[config.mk]
export PLATFORM = sky130hd
export DESIGN_NAME = pata_pio_strobe
export DESIGN_NICKNAME = d
export VERILOG_FILES = /design/src/rtl/pio_timing_pkg.sv /design/src/rtl/pio_cfg_regs.sv /design/src/rtl/pio_timing_sel.sv /design/src/rtl/pio_strobe_fsm.sv /design/src/rtl/pata_pio_strobe.sv
export SDC_FILE = /design/constraint.sdc
export NUM_CORES = 1
export LEC_CHECK = 0
export ABC_AREA = 1
export CORE_ASPECT_RATIO = 0.8
export CORE_MARGIN = 10
export CORE_UTILIZATION = 50
export CTS_CLUSTER_DIAMETER = 60
export DETAILED_ROUTE_END_ITERATION = 7
export GPL_TIMING_DRIVEN = 1
export PLACE_DENSITY = 0.72
export SYNTH_ARGS = -nofsm -noshare
export SYNTH_HDL_FRONTEND = slang
export SYNTH_HIERARCHICAL = 1
export SYNTH_SLANG_ARGS = --single-unit
[constraint.sdc]
create_clock -name clk -period 1.8 [get_ports clk]
set_input_delay 0.36 -clock clk [delete_from_list [all_inputs] [get_ports clk]]
set_output_delay 0.36 -clock clk [all_outputs]
set_load 0.005 [all_outputs]
[src/rtl/pio_timing_pkg.sv]
package pio_timing_pkg;

    localparam int NUM_DRIVES = 2;
    localparam int DRV_W      = $clog2(NUM_DRIVES);
    localparam int REG_W      = 8;
    localparam int CNT_W      = 3;

    localparam logic [CNT_W-1:0] COMPAT_SAMPLE = CNT_W'(5);
    localparam logic [CNT_W-1:0] COMPAT_RECOV  = CNT_W'(4);

    typedef struct packed {
        logic [1:0] sample_code;
        logic [1:0] recov_code;
    } field_pair_t;

    typedef struct packed {
        logic iordy_en;
        logic fast_en;
    } drive_ctl_t;

    typedef struct packed {
        logic [CNT_W-1:0] sample_clks;
        logic [CNT_W-1:0] recov_clks;
        logic             iordy_en;
    } cycle_timing_t;

    typedef enum logic [1:0] {
        ST_IDLE   = 2'd0,
        ST_STROBE = 2'd1,
        ST_RECOV  = 2'd2
    } pio_state_e;

    function automatic logic [CNT_W-1:0] decode_sample(input logic [1:0] code);
        case (code)
            2'b01:   return CNT_W'(4);
            2'b10:   return CNT_W'(3);
            default: return CNT_W'(5);
        endcase
    endfunction

    function automatic logic [CNT_W-1:0] decode_recov(input logic [1:0] code);
        case (code)
            2'b00:   return CNT_W'(4);
            2'b01:   return CNT_W'(3);
            2'b10:   return CNT_W'(2);
            default: return CNT_W'(1);
        endcase
    endfunction

endpackage

[src/rtl/pio_cfg_regs.sv]
module pio_cfg_regs
    import pio_timing_pkg::*;
(
    input  logic                              clk,
    input  logic                              rst,
    input  logic                              cfg_we,
    input  logic                              cfg_sel,
    input  logic [REG_W-1:0]                  cfg_wdata,
    output drive_ctl_t [NUM_DRIVES-1:0]       ctl_o,
    output field_pair_t                       shared_o,
    output field_pair_t                       d1_o,
    output logic                              d1_sep_o
);

    logic [REG_W-1:0] chan_q;
    logic [4:0]       d1_q;

    always_ff @(posedge clk) begin
        if (rst) begin
            chan_q <= '0;
            d1_q   <= '0;
        end else if (cfg_we) begin
            if (cfg_sel) d1_q   <= cfg_wdata[4:0];
            else         chan_q <= cfg_wdata;
        end
    end

    for (genvar g = 0; g < NUM_DRIVES; g++) begin : g_drv
        assign ctl_o[g].iordy_en = chan_q[2*g];
        assign ctl_o[g].fast_en  = chan_q[2*g+1];
    end

    assign shared_o.sample_code = chan_q[5:4];
    assign shared_o.recov_code  = chan_q[7:6];
    assign d1_o.sample_code     = d1_q[1:0];
    assign d1_o.recov_code      = d1_q[3:2];
    assign d1_sep_o             = d1_q[4];

endmodule

[src/rtl/pio_timing_sel.sv]
module pio_timing_sel
    import pio_timing_pkg::*;
(
    input  drive_ctl_t [NUM_DRIVES-1:0] ctl_i,
    input  field_pair_t                 shared_i,
    input  field_pair_t                 d1_i,
    input  logic                        d1_sep_i,
    input  logic [DRV_W-1:0]            drive_i,
    input  logic                        dataport_i,
    output cycle_timing_t               timing_o
);

    drive_ctl_t  ctl;
    field_pair_t fields;

    always_comb begin
        ctl    = ctl_i[drive_i];
        fields = (drive_i == DRV_W'(1) && d1_sep_i) ? d1_i : shared_i;

        timing_o.iordy_en = ctl.iordy_en;
        if (ctl.fast_en && dataport_i) begin
            timing_o.sample_clks = decode_sample(fields.sample_code);
            timing_o.recov_clks  = decode_recov(fields.recov_code);
        end else begin
            timing_o.sample_clks = COMPAT_SAMPLE;
            timing_o.recov_clks  = COMPAT_RECOV;
        end
    end

endmodule

[src/rtl/pio_strobe_fsm.sv]
module pio_strobe_fsm
    import pio_timing_pkg::*;
(
    input  logic          clk,
    input  logic          rst,
    input  logic          req_valid,
    input  logic          req_write,
    input  cycle_timing_t timing_i,
    input  logic          iordy,
    output logic          req_ready,
    output logic          dior_n,
    output logic          diow_n,
    output logic          done
);

    pio_state_e       state_q;
    logic [CNT_W-1:0] cnt_q;
    logic [CNT_W-1:0] recov_q;
    logic             ien_q;
    logic             accept;

    assign req_ready = (state_q == ST_IDLE) ||
                       (state_q == ST_RECOV && cnt_q == '0);
    assign accept    = req_ready && req_valid;

    always_ff @(posedge clk) begin
        if (rst) begin
            state_q <= ST_IDLE;
            cnt_q   <= '0;
            recov_q <= '0;
            ien_q   <= 1'b0;
            dior_n  <= 1'b1;
            diow_n  <= 1'b1;
            done    <= 1'b0;
        end else begin
            done <= 1'b0;
            if (accept) begin
                state_q <= ST_STROBE;
                cnt_q   <= timing_i.sample_clks - CNT_W'(1);
                recov_q <= timing_i.recov_clks;
                ien_q   <= timing_i.iordy_en;
                dior_n  <= req_write;
                diow_n  <= !req_write;
            end else begin
                case (state_q)
                    ST_STROBE: begin
                        if (cnt_q != '0) begin
                            cnt_q <= cnt_q - CNT_W'(1);
                        end else if (!ien_q || iordy) begin
                            dior_n  <= 1'b1;
                            diow_n  <= 1'b1;
                            done    <= 1'b1;
                            state_q <= ST_RECOV;
                            cnt_q   <= recov_q - CNT_W'(1);
                        end
                    end
                    ST_RECOV: begin
                        if (cnt_q != '0) cnt_q   <= cnt_q - CNT_W'(1);
                        else             state_q <= ST_IDLE;
                    end
                    default: state_q <= ST_IDLE;
                endcase
            end
        end
    end

endmodule

[src/rtl/pata_pio_strobe.sv]
module pata_pio_strobe
    import pio_timing_pkg::*;
(
    input  logic             clk,
    input  logic             rst,
    input  logic             cfg_we,
    input  logic             cfg_sel,
    input  logic [REG_W-1:0] cfg_wdata,
    input  logic             req_valid,
    input  logic [DRV_W-1:0] req_drive,
    input  logic             req_write,
    input  logic             req_dataport,
    output logic             req_ready,
    output logic             dior_n,
    output logic             diow_n,
    input  logic             iordy,
    output logic             done
);

    drive_ctl_t [NUM_DRIVES-1:0] ctl;
    field_pair_t                 shared_f;
    field_pair_t                 d1_f;
    logic                        d1_sep;
    cycle_timing_t               timing;

    pio_cfg_regs u_regs (
        .clk      (clk),
        .rst      (rst),
        .cfg_we   (cfg_we),
        .cfg_sel  (cfg_sel),
        .cfg_wdata(cfg_wdata),
        .ctl_o    (ctl),
        .shared_o (shared_f),
        .d1_o     (d1_f),
        .d1_sep_o (d1_sep)
    );

    pio_timing_sel u_sel (
        .ctl_i     (ctl),
        .shared_i  (shared_f),
        .d1_i      (d1_f),
        .d1_sep_i  (d1_sep),
        .drive_i   (req_drive),
        .dataport_i(req_dataport),
        .timing_o  (timing)
    );

    pio_strobe_fsm u_fsm (
        .clk      (clk),
        .rst      (rst),
        .req_valid(req_valid),
        .req_write(req_write),
        .timing_i (timing),
        .iordy    (iordy),
        .req_ready(req_ready),
        .dior_n   (dior_n),
        .diow_n   (diow_n),
        .done     (done)
    );

endmodule

Word level (Yosys, flattened, before mapping)
Index checks and enable logic that the tools add are counted.
{ "word_totals": {"regBits": 25, "inputBits": 17, "output_inout_bits": 4, "elab_cells": 76} }
{ "classes": {"add_sub_neg": 3, "n_lt_le_gt_ge": 1, "eq_ne": 15, "mux": 22, "bitwise": 2, "reduce_logical": 23} }
{ "op_table": {"columns": ["op", "count"], "rows": [
  ["3-bit 2-to-1 mux", 4],
  ["3-bit case mux with 2 select lines", 2],
  ["3-bit AND reduction", 4],
  ["2-bit 2-to-1 mux", 5],
  ["3-bit by 2-bit != test with 1-bit output, second input constant", 3],
  ["3-bit case mux with 3 select lines", 1],
  ["3-bit by 1-bit subtractor with 3-bit output, second input constant", 3],
  ["1-bit 2-to-1 mux", 7],
  ["2-bit by 1-bit equality test with 1-bit output, second input constant", 3],
  ["2-bit equality test, second input constant", 3],
  ["6-bit 2-to-1 mux", 1],
  ["3-bit nonzero test", 2],
  ["1-bit logical AND", 4],
  ["2-bit zero test", 2],
  ["4-bit 2-to-1 mux", 1],
  ["2-bit by 1-bit != test with 1-bit output, second input constant", 2],
  ["2-bit != test, second input constant", 2],
  ["4-bit by 1-bit != test with 1-bit output, second input constant", 1],
  ["2-bit case mux with 2 select lines", 1],
  ["2-bit AND reduction", 2],
  ["2-bit nonzero test", 2],
  ["4-bit OR reduction", 1],
  ["3-bit zero test", 1],
  ["3-bit by 1-bit != test with 1-bit output, second input constant", 1],
  ["other kinds (5)", 8]
]} }

Depth between registers and ports, before layout
Gate-level depths: netlist of the first run.
{ "depth": {"word_depth": 7, "depth_mapped": 13, "mapped_depth_nobuf": 12} }

Hierarchy
Netlist of the first run, hierarchy kept.
{ "modules_own_cells": {"columns": ["module", "n_inst", "cells_per_inst", "area_per_inst_um2", "seq_area_each_um2"], "rows": [
  ["pio_strobe_fsm", 1, 104, 691.9, 240.2],
  ["pio_cfg_regs", 1, 75, 534.3, 260.2],
  ["pio_timing_sel", 1, 43, 214.0, 0.0]
]} }

Worst setup path before layout of the first run
No wires, ideal clock.
{ "synth_timing": {"path_type": "input -> register", "startpoint": "input req_drive", "endpoint": "register u_fsm.cnt_q[2]", "setup_ns": 0.113, "arrival_time_ns": 1.376, "required_time_ns": 1.687, "setup_slack_ns": 0.312, "path_stages": 13, "n_path_buf": 1, "path_cell_list": "buf_6 > nand2_4 > nand2_1 > nand2_1 > nand2_1 > nor2_2 > inv_1 > ha_1 > xor2_1 > nor2_1 > nor2_1 > nand2_1 > nor2_1"} }
{ "synth_rtl": {"columns": ["item", "line", "source"], "rows": [
  ["start: declaration", "pata_pio_strobe.sv:10", "input logic [DRV_W-1:0] req_drive,"],
  ["end signal: assignment", "pio_strobe_fsm.sv:39", "cnt_q <= timing_i.sample_clks - CNT_W'(1);"],
  ["end signal: assignment", "pio_strobe_fsm.sv:48", "cnt_q <= cnt_q - CNT_W'(1);"],
  ["end signal: assignment", "pio_strobe_fsm.sv:54", "cnt_q <= recov_q - CNT_W'(1);"],
  ["end: declaration", "pio_strobe_fsm.sv:17", "logic [CNT_W-1:0] cnt_q;"]
]} }

Final worst setup path of the first run
{ "layout_timing": {"startpoint": "register u_fsm.cnt_q[0]", "endpoint": "output req_ready"} }
{ "layout_between": {"elab_chain_cells": 3} }
{ "layout_rtl": {"columns": ["item", "line", "source"], "rows": [
  ["3-bit zero test", "pio_strobe_fsm.sv:23", "(state_q == ST_RECOV && cnt_q == '0);"],
  ["1-bit logical AND", "pio_strobe_fsm.sv:23", null],
  ["1-bit logical OR", "pio_strobe_fsm.sv:22", "assign req_ready = (state_q == ST_IDLE) ||"],
  ["end: declaration", "pata_pio_strobe.sv:13", "output logic req_ready,"]
]} }
No other way between the ends.

==> impl_metrics.toml, run 1 <==
[worst_setup_path]
arrival_ns = 1.30
cp.required_ns = 1.44
worst-path-max-fanout = 3
worst_setup_path_end_kind = "output port"
timing.rr.end = "u_fsm/cnt_q[2]$_SDFFE_PP0P_"
timing.reg2reg.worst_path_depth = 11
worst-r2r-setup-slack_ns = 0.26
worstReg2RegStart = "u_regs/d1_q[4]$_SDFFE_PP0P_"
startpoint_class_of_the_critical_path = "flop"
crit_type = "flop to output port"

[drt]
highest_layer_used_for_signal_routing = "met4"
drcViolationCount = 0
firstDrtPassIters = 4
detail_route.iter0.violations = 136
route.vias.total = 1376
met1_routed_length_um = 1700
post_drt_antenna_nets = 0
met2WireLength_um = 1410
wl_um = 3330
met3_length_um = 203
routed_wire_length_per_instance_um = 11.3
routed_via_density = 4.66

[cells_and_area]
n_diodes = 0
fillCellCount = 268
synth_to_final_area_change_pct = 25.8
final_area_um2 = 1810
multiInputGateArea_um2 = 757
layout-drive-gt1-share = 0.144
nNetsFinal = 280
layout.area.seq_um2 = 503

[clock_network]
cts.htree.levels = 1
cts-buffers-inserted = 3
cts.hold.buffers_added = 0
maximum_buffer_depth_of_the_clock_tree = 2
clock-root-buffer = "clkbuf_4"
insertion_delay_to_the_later_sink_of_the_worst_skew_pair_ns = 0.33
clock_sinks = 25
cts_tree = "done"
clk_pin_slew_worst_paths_ns = 0.15

[synthesis]
proportion_of_synthesized_chip_area_in_sequential_cells = 0.348
synth_largest_area_cell = "dfxtp_1"
synthCells = 222
synth-edff-count = 0
ys_types = 22
synth-main-ff-cell = "dfxtp_1"
synth_area_um2 = 1440
synth_nets = 244
synth.top_cell.area_share = 0.348
avgSynthCellArea_um2 = 6.49
cells_taking_the_most_area_after_synthesis = "dfxtp_1 (35%), nand2_1 (16%), inv_1 (10%)"
postSynth.asyncResetShare = 0
ffs_latches_synth = 25
warnings_synthesis = 6

[floorplanning]
io-pin-count = 21
dieHeight_um = 68
floorplan.core_area_um2 = 2770
fp.dieW_um = 80
num_rows = 17
initial_utilization = 0.521
die-area_um2 = 5440

[sta]
max-slew-margin-rel = 0.794
worstMarginPinSlew_ns = 0.308
top_achievable_clock_speed_mhz = 603
finalHoldViolCount = 0
finalClockSkew_ns = 0.00830
report.final.setup_viol = 0
final_period_minus_worst_setup_slack_ns = 1.66
period_share = 0.922
maxSlewViolCount = 0
unrepaired_setup_endpoints_after_global_routing = "false"
timing.setup.tns_ns = 0

[power]
power_per_cell_area_nw_per_um2 = 773
leakage_nw = 0.917
ir_worst_vdd_v = 0.000579

[placement]
place_area_um2 = 1740
place.gp.congestion = 0.865
placement.io_buffers = 20
detailed_place_hpwl_um = 2540

[job]
cap_viol_max_count = 0

[global_routing]
gr-total-overflow = 0
first_pass_grt_wire_length_um = 5480
number_of_global_route_vias_before_repair = 1246
largest_net_degree_at_the_start_of_global_routing = 17
groute.usage.overall = 0.126
antenna_violations_before_repair = 0

[status]
status = "complete, no violations"

[min_path]
hold_path_class = "flop to flop"
hold_start = "u_fsm/ien_q$_SDFFE_PP0P_"
whs_path_depth = 2
whs_endpoint = "u_fsm/ien_q$_SDFFE_PP0P_"
[synthesized netlist by cell type (3+ instances only)]
cell	number
nand4_1	3
nor2_1	29
nand2_1	60
nand3_1	25
o21ai_1	3
ha_1	5
inv_1	39
dfxtp_1	25
nor2_2	3
buf_6	3
nand2_2	3
a21oi_1	12
[cells in the final DEF (no fill, tap or decap), types with 2 or more instances in the layout]
master           Yosys  routed
dfxtp_2              0       2
nand3_1             25      25
xnor2_1              2       2
a21oi_1             12      12
clkbuf_4             0       3
ha_1                 5       4
o21ai_1              3       3
dfxtp_1             25      23
nor2_1              29      29
nand2_1             60      60
nor2_2               3       3
inv_2                2       4
clkdlybuf4s50_1      0      18
buf_4                1      14
nand4_1              3       3
nand2_2              3       3
inv_1               39      37
[timing repair]
item,in CTS,in global routing
endpoints found under the setup margin,1,3
gates resized for setup,5,5
setup buffers,1,1
pin swaps,1,2
endpoints found under the hold margin,0,0
[cell type report]
| type | count | share of cell area |
|---|---|---|
| clock buffers | 3 | 0.0124 |
| repair buffers | 35 | 0.176 |
| clock inverters | 1 | 0.00483 |
| flip-flops and latches | 25 | 0.278 |
| well taps | 38 | 0.0262 |
| inverters | 41 | 0.0849 |
| multi-input cells | 152 | 0.418 |
[layer usage]
metal | track usage | up-vias
met4 | 0.0263 | 0
met5 | 0 | -
met1 | 0.173 | 590
li1 | - | 754
met2 | 0.187 | 30
met3 | 0.0432 | 2
[metrics by stage]
stage	power, mW	hold WS, ns	std cells	setup WS [ns]	util
6_report	1.40	0.476	295	0.141	0.655
5_1_grt	1.51	0.516	295	0.0308	0.655
4_1_cts	1.39	0.483	294	0.0496	0.646
3_5_place_dp	1.10	0.452	289	-0.232	0.631
3_3_place_gp	1.10	0.453	289	-0.198	0.631
2_1_floorplan	0.954	0.429	222	0.312	-
[flip-flops by register name, summed over array words and instances, names as in the netlist]
| register | flops |
|---|---|
| u_fsm/diow_n | 1 |
| u_fsm/dior_n | 1 |
| u_fsm/done | 1 |
| u_fsm/recov_q | 3 |
| u_regs/chan_q | 8 |
| u_fsm/ien_q | 1 |
| u_fsm/state_q | 2 |
| u_regs/d1_q | 5 |
| u_fsm/cnt_q | 3 |
[logic make-up (layout without fill, tap and decap cells)]
kind of cell,count (synthesis),after routing,share of synthesized area
buf+inv,45,80,0.136
simple gates,126,126,0.386
fa+ha+maj,5,5,0.0434
compound gates,17,17,0.0617
xor+xnor,3,3,0.0182
mux,1,1,0.00782
flops,25,25,0.348
[how the worst max path moves through the flow]
| stage | endpoint | slack, ns | cells after the start | startpoint |
|---|---|---|---|---|
| final | req_ready | 0.14 | 7 | u_fsm/cnt_q[0]$_SDFFE_PP0P_ |
| after global routing | req_ready | 0.03 | 7 | u_fsm/cnt_q[1]$_SDFFE_PP0P_ |
| after CTS | req_ready | 0.05 | 7 | u_fsm/cnt_q[1]$_SDFFE_PP0P_ |
| after detailed placement | u_fsm/cnt_q[2]$_SDFFE_PP0P_ | -0.23 | 13 | req_drive |
| after global placement | u_fsm/cnt_q[2]$_SDFFE_PP0P_ | -0.20 | 13 | req_drive |
| after floorplan | u_fsm/cnt_q[2]$_SDFFE_PP0P_ | 0.31 | 13 | req_drive |
[critical path: stages (launching register included)]
cell	delay, ns
dfxtp_2	0.36
inv_2	0.06
ha_4	0.16
nand2_2	0.08
nand2_2	0.05
nand2_1	0.05
inv_1	0.03
clkdlybuf4s15_1	0.19
[where the power goes]
group          internal (mW)  switching, mW  total [mW]
clock                 0.0906          0.184       0.275
combinational          0.218          0.263       0.482
sequential             0.608         0.0357       0.644
(Power assumes the default switching activity.)
==> run 2: changes to the inputs <==
--- a/config.mk
+++ b/config.mk
@@ -5,14 +5,14 @@
 export SDC_FILE = /design/constraint.sdc
 export NUM_CORES = 1
 export LEC_CHECK = 0
-export ABC_AREA = 1
 export CORE_ASPECT_RATIO = 0.8
 export CORE_MARGIN = 10
 export CORE_UTILIZATION = 50
 export CTS_CLUSTER_DIAMETER = 60
+export CTS_CLUSTER_SIZE = 14
 export DETAILED_ROUTE_END_ITERATION = 7
 export GPL_TIMING_DRIVEN = 1
-export PLACE_DENSITY = 0.72
+export PLACE_DENSITY = 0.73
 export SYNTH_ARGS = -nofsm -noshare
 export SYNTH_HDL_FRONTEND = slang
 export SYNTH_HIERARCHICAL = 1
==> impl_metrics.toml, run 2 <==
[status]
status = "complete, no violations"

[drt]
firstDrtPassIters = 4
routed_wire_length_per_instance_um = 14.3
drcViolationCount = 0
route.vias.total = 1130
routed_via_density = 5.18
wl_um = 3130
post_drt_antenna_nets = 0
detail_route.iter0.violations = 87

[placement]
place.gp.congestion = 0.792
place_area_um2 = 1710
placement.io_buffers = 20
detailed_place_hpwl_um = 2420
placement.setup.worst_slack_ns = -0.605

[clock_network]
cts.hold.buffers_added = 0
clock_sinks = 25
clk_pin_slew_worst_paths_ns = 0.15
maximum_buffer_depth_of_the_clock_tree = 2
insertion_delay_to_the_later_sink_of_the_worst_skew_pair_ns = 0.33
clock-root-buffer = "clkbuf_4"
cts_tree = "done"
cts.repair_timing.setup_buffer_count = 0
cts.htree.levels = 1
cts-buffers-inserted = 3

[worst_setup_path]
cp.required_ns = 2.03
worst_setup_path_end_kind = "flop"
critPathSlowestCell = "mux2_4"
crit_path_cell_trace = "dlygate4sd2_1 > mux2_4 > and2_4 > o21ai_1 > inv_1 > ha_1 > xor2_1 > o21ai_0 > nor3_1"
worst-path-max-fanout = 4
slowest_delay_ns = 0.32
arrival_ns = 1.95
startpoint_class_of_the_critical_path = "input port"
crit_type = "input port to flop"

[cells_and_area]
synth_to_final_area_change_pct = 23.1
fillCellCount = 245
layout.area.seq_um2 = 502
final_common_cell = "dfxtp_1"
leading_cell_types_in_the_layout_fill_and_taps_excluded = "dfxtp_1 (24), nand2b_1 (22), clkdlybuf4s50_1 (18)"
n_diodes = 0
registers.top_by_ff_count = "u_regs/chan_q"
multiInputGateArea_um2 = 861
nNetsFinal = 203
layout-drive-gt1-share = 0.178
final_area_um2 = 1740
largest_register_ffs = 8
top_flop_regs = "u_regs/chan_q (8), u_regs/d1_q (5)"

[power]
leakage_nw = 0.700
power_per_cell_area_nw_per_um2 = 746
ir_worst_vdd_v = 0.000529
power_mw = 1.30

[sta]
top_achievable_clock_speed_mhz = 582
post-route-worst-setup-slack_ns = 0.0810
report.final.setup_viol = 0
worstMarginPinSlew_ns = 0.331
finalHoldViolCount = 0
max-slew-margin-rel = 0.778
maxSlewViolCount = 0
unrepaired_setup_endpoints_after_global_routing = "false"
final_period_minus_worst_setup_slack_ns = 1.72
finalClockSkew_ns = 0.0101
period_share = 0.955

[global_routing]
number_of_global_route_vias_before_repair = 1124
first_pass_grt_wire_length_um = 5130
groute.usage.overall = 0.118
antenna_violations_before_repair = 0
largest_net_degree_at_the_start_of_global_routing = 34
gr-total-overflow = 0

[synthesis]
synthCells = 153
warnings_synthesis = 6
post_synth_most_frequent_cells = "dfxtp_1 (25), nand2b_1 (22), nand2_1 (12), mux2i_1 (11), a21oi_1 (8)"
synth_largest_area_cell = "dfxtp_1"
ys_types = 41
cells_taking_the_most_area_after_synthesis = "dfxtp_1 (35%), nand2b_1 (9.7%), mux2i_1 (7.8%)"
synth_nets = 175
postSynth.asyncResetShare = 0
avgSynthCellArea_um2 = 9.25
ffs_latches_synth = 25
synth_area_um2 = 1420
proportion_of_synthesized_chip_area_in_sequential_cells = 0.354
yosys.cell_count.top_type = "dfxtp_1"
synth.top_cell.area_share = 0.354
synth-edff-count = 0
synth-main-ff-cell = "dfxtp_1"

[floorplanning]
io-pin-count = 21
floorplan.core_area_um2 = 2740
fp.dieW_um = 79.5
die-area_um2 = 5370
dieHeight_um = 67.6
num_rows = 17
initial_utilization = 0.516

[min_path]
hold_path_class = "flop to flop"

[job]
cap_viol_max_count = 0
run 2: changes by cell type in the layout (fill, tap and decap cells not counted), sizes merged, moves of 4 or more:
cell	before	now
nand2	64	14
inv	42	8
nor2	33	3
nand2b	0	22
nand3	26	4
mux2i	0	12
buf	15	9
nor2b	0	5
nor3	0	5
a21oi	12	8
o21ai	5	9
run 2: final timing paths:
path	start	to	slack, ns	depth (start not counted)
worst max-delay path	req_drive	u_fsm/cnt_q[2]$_SDFFE_PP0P_	0.08	9
worst max register to register	u_regs/chan_q[1]$_SDFFE_PP0P_	u_fsm/cnt_q[2]$_SDFFE_PP0P_	0.11	8
worst min register to register	u_fsm/recov_q[1]$_SDFFE_PP0P_	u_fsm/recov_q[1]$_SDFFE_PP0P_	0.48	2
worst min-delay path	u_fsm/recov_q[1]$_SDFFE_PP0P_	u_fsm/recov_q[1]$_SDFFE_PP0P_	0.48	2
run 2: worst max-delay path: cells and delay by family:
family	cells	cell delay [ns]
multiplexers	1	0.32
XOR/XNOR	1	0.14
adder cells (fa/ha/maj)	1	0.20
AO/OA/AOI/OAI	2	0.20
AND/OR/NAND/NOR	2	0.37
buffers and inverters	2	0.36
run 2: metrics by stage:
| step | setup TNS [ns] | hold slack [ns] | util | std cells |
|---|---|---|---|---|
| final | 0 | 0.477 | 0.635 | 218 |
| after global routing | 0 | 0.499 | 0.635 | 218 |
| after CTS | 0 | 0.478 | 0.634 | 218 |
| after detailed placement | -1.70 | 0.458 | 0.622 | 214 |
| after global placement | -1.19 | 0.449 | 0.622 | 214 |
| after floorplan | 0 | 0.436 | - | 153 |
run 2: area by class of cell:
cell class,count,area share
multi-input combinational,115,0.494
sequential,25,0.288
timing repair buffer,29,0.157
tap,38,0.0273
inverter,7,0.0151
clock buffer,3,0.0129
clock inverter,1,0.00503
run 2: kinds of logic (layout without fill, tap and decap cells):
family | after synthesis | in the layout | synth area share
AOI/OAI and AO/OA | 28 | 28 | 0.145
and+or+nand+nor | 65 | 65 | 0.289
buffers and inverters | 13 | 40 | 0.0433
DFF | 25 | 25 | 0.354
adders and majority gates | 5 | 5 | 0.0442
muxes | 14 | 14 | 0.106
xor gates and xnor gates | 3 | 3 | 0.0186
run 2: what timing repair did:
item                                    4_1_cts  5_1_grt
endpoints found under the setup margin        3        2
gates resized for setup                       3        5
pin swaps                                     1        0
run 2: report_power, final:
group	switching, mW	leakage (nW)	total [mW]	internal (mW)
logic	0.199	0.476	0.391	0.192
clock network	0.178	0.0183	0.268	0.0904
registers	0.0411	0.205	0.640	0.599
total	0.417	0.700	1.30	0.881
run 2: routing by layer:
metal	global-route usage	routed length [µm]
met1	0.139	1540
met4	0.0268	34
met5	0	0
met2	0.195	1380
met3	0.0504	176
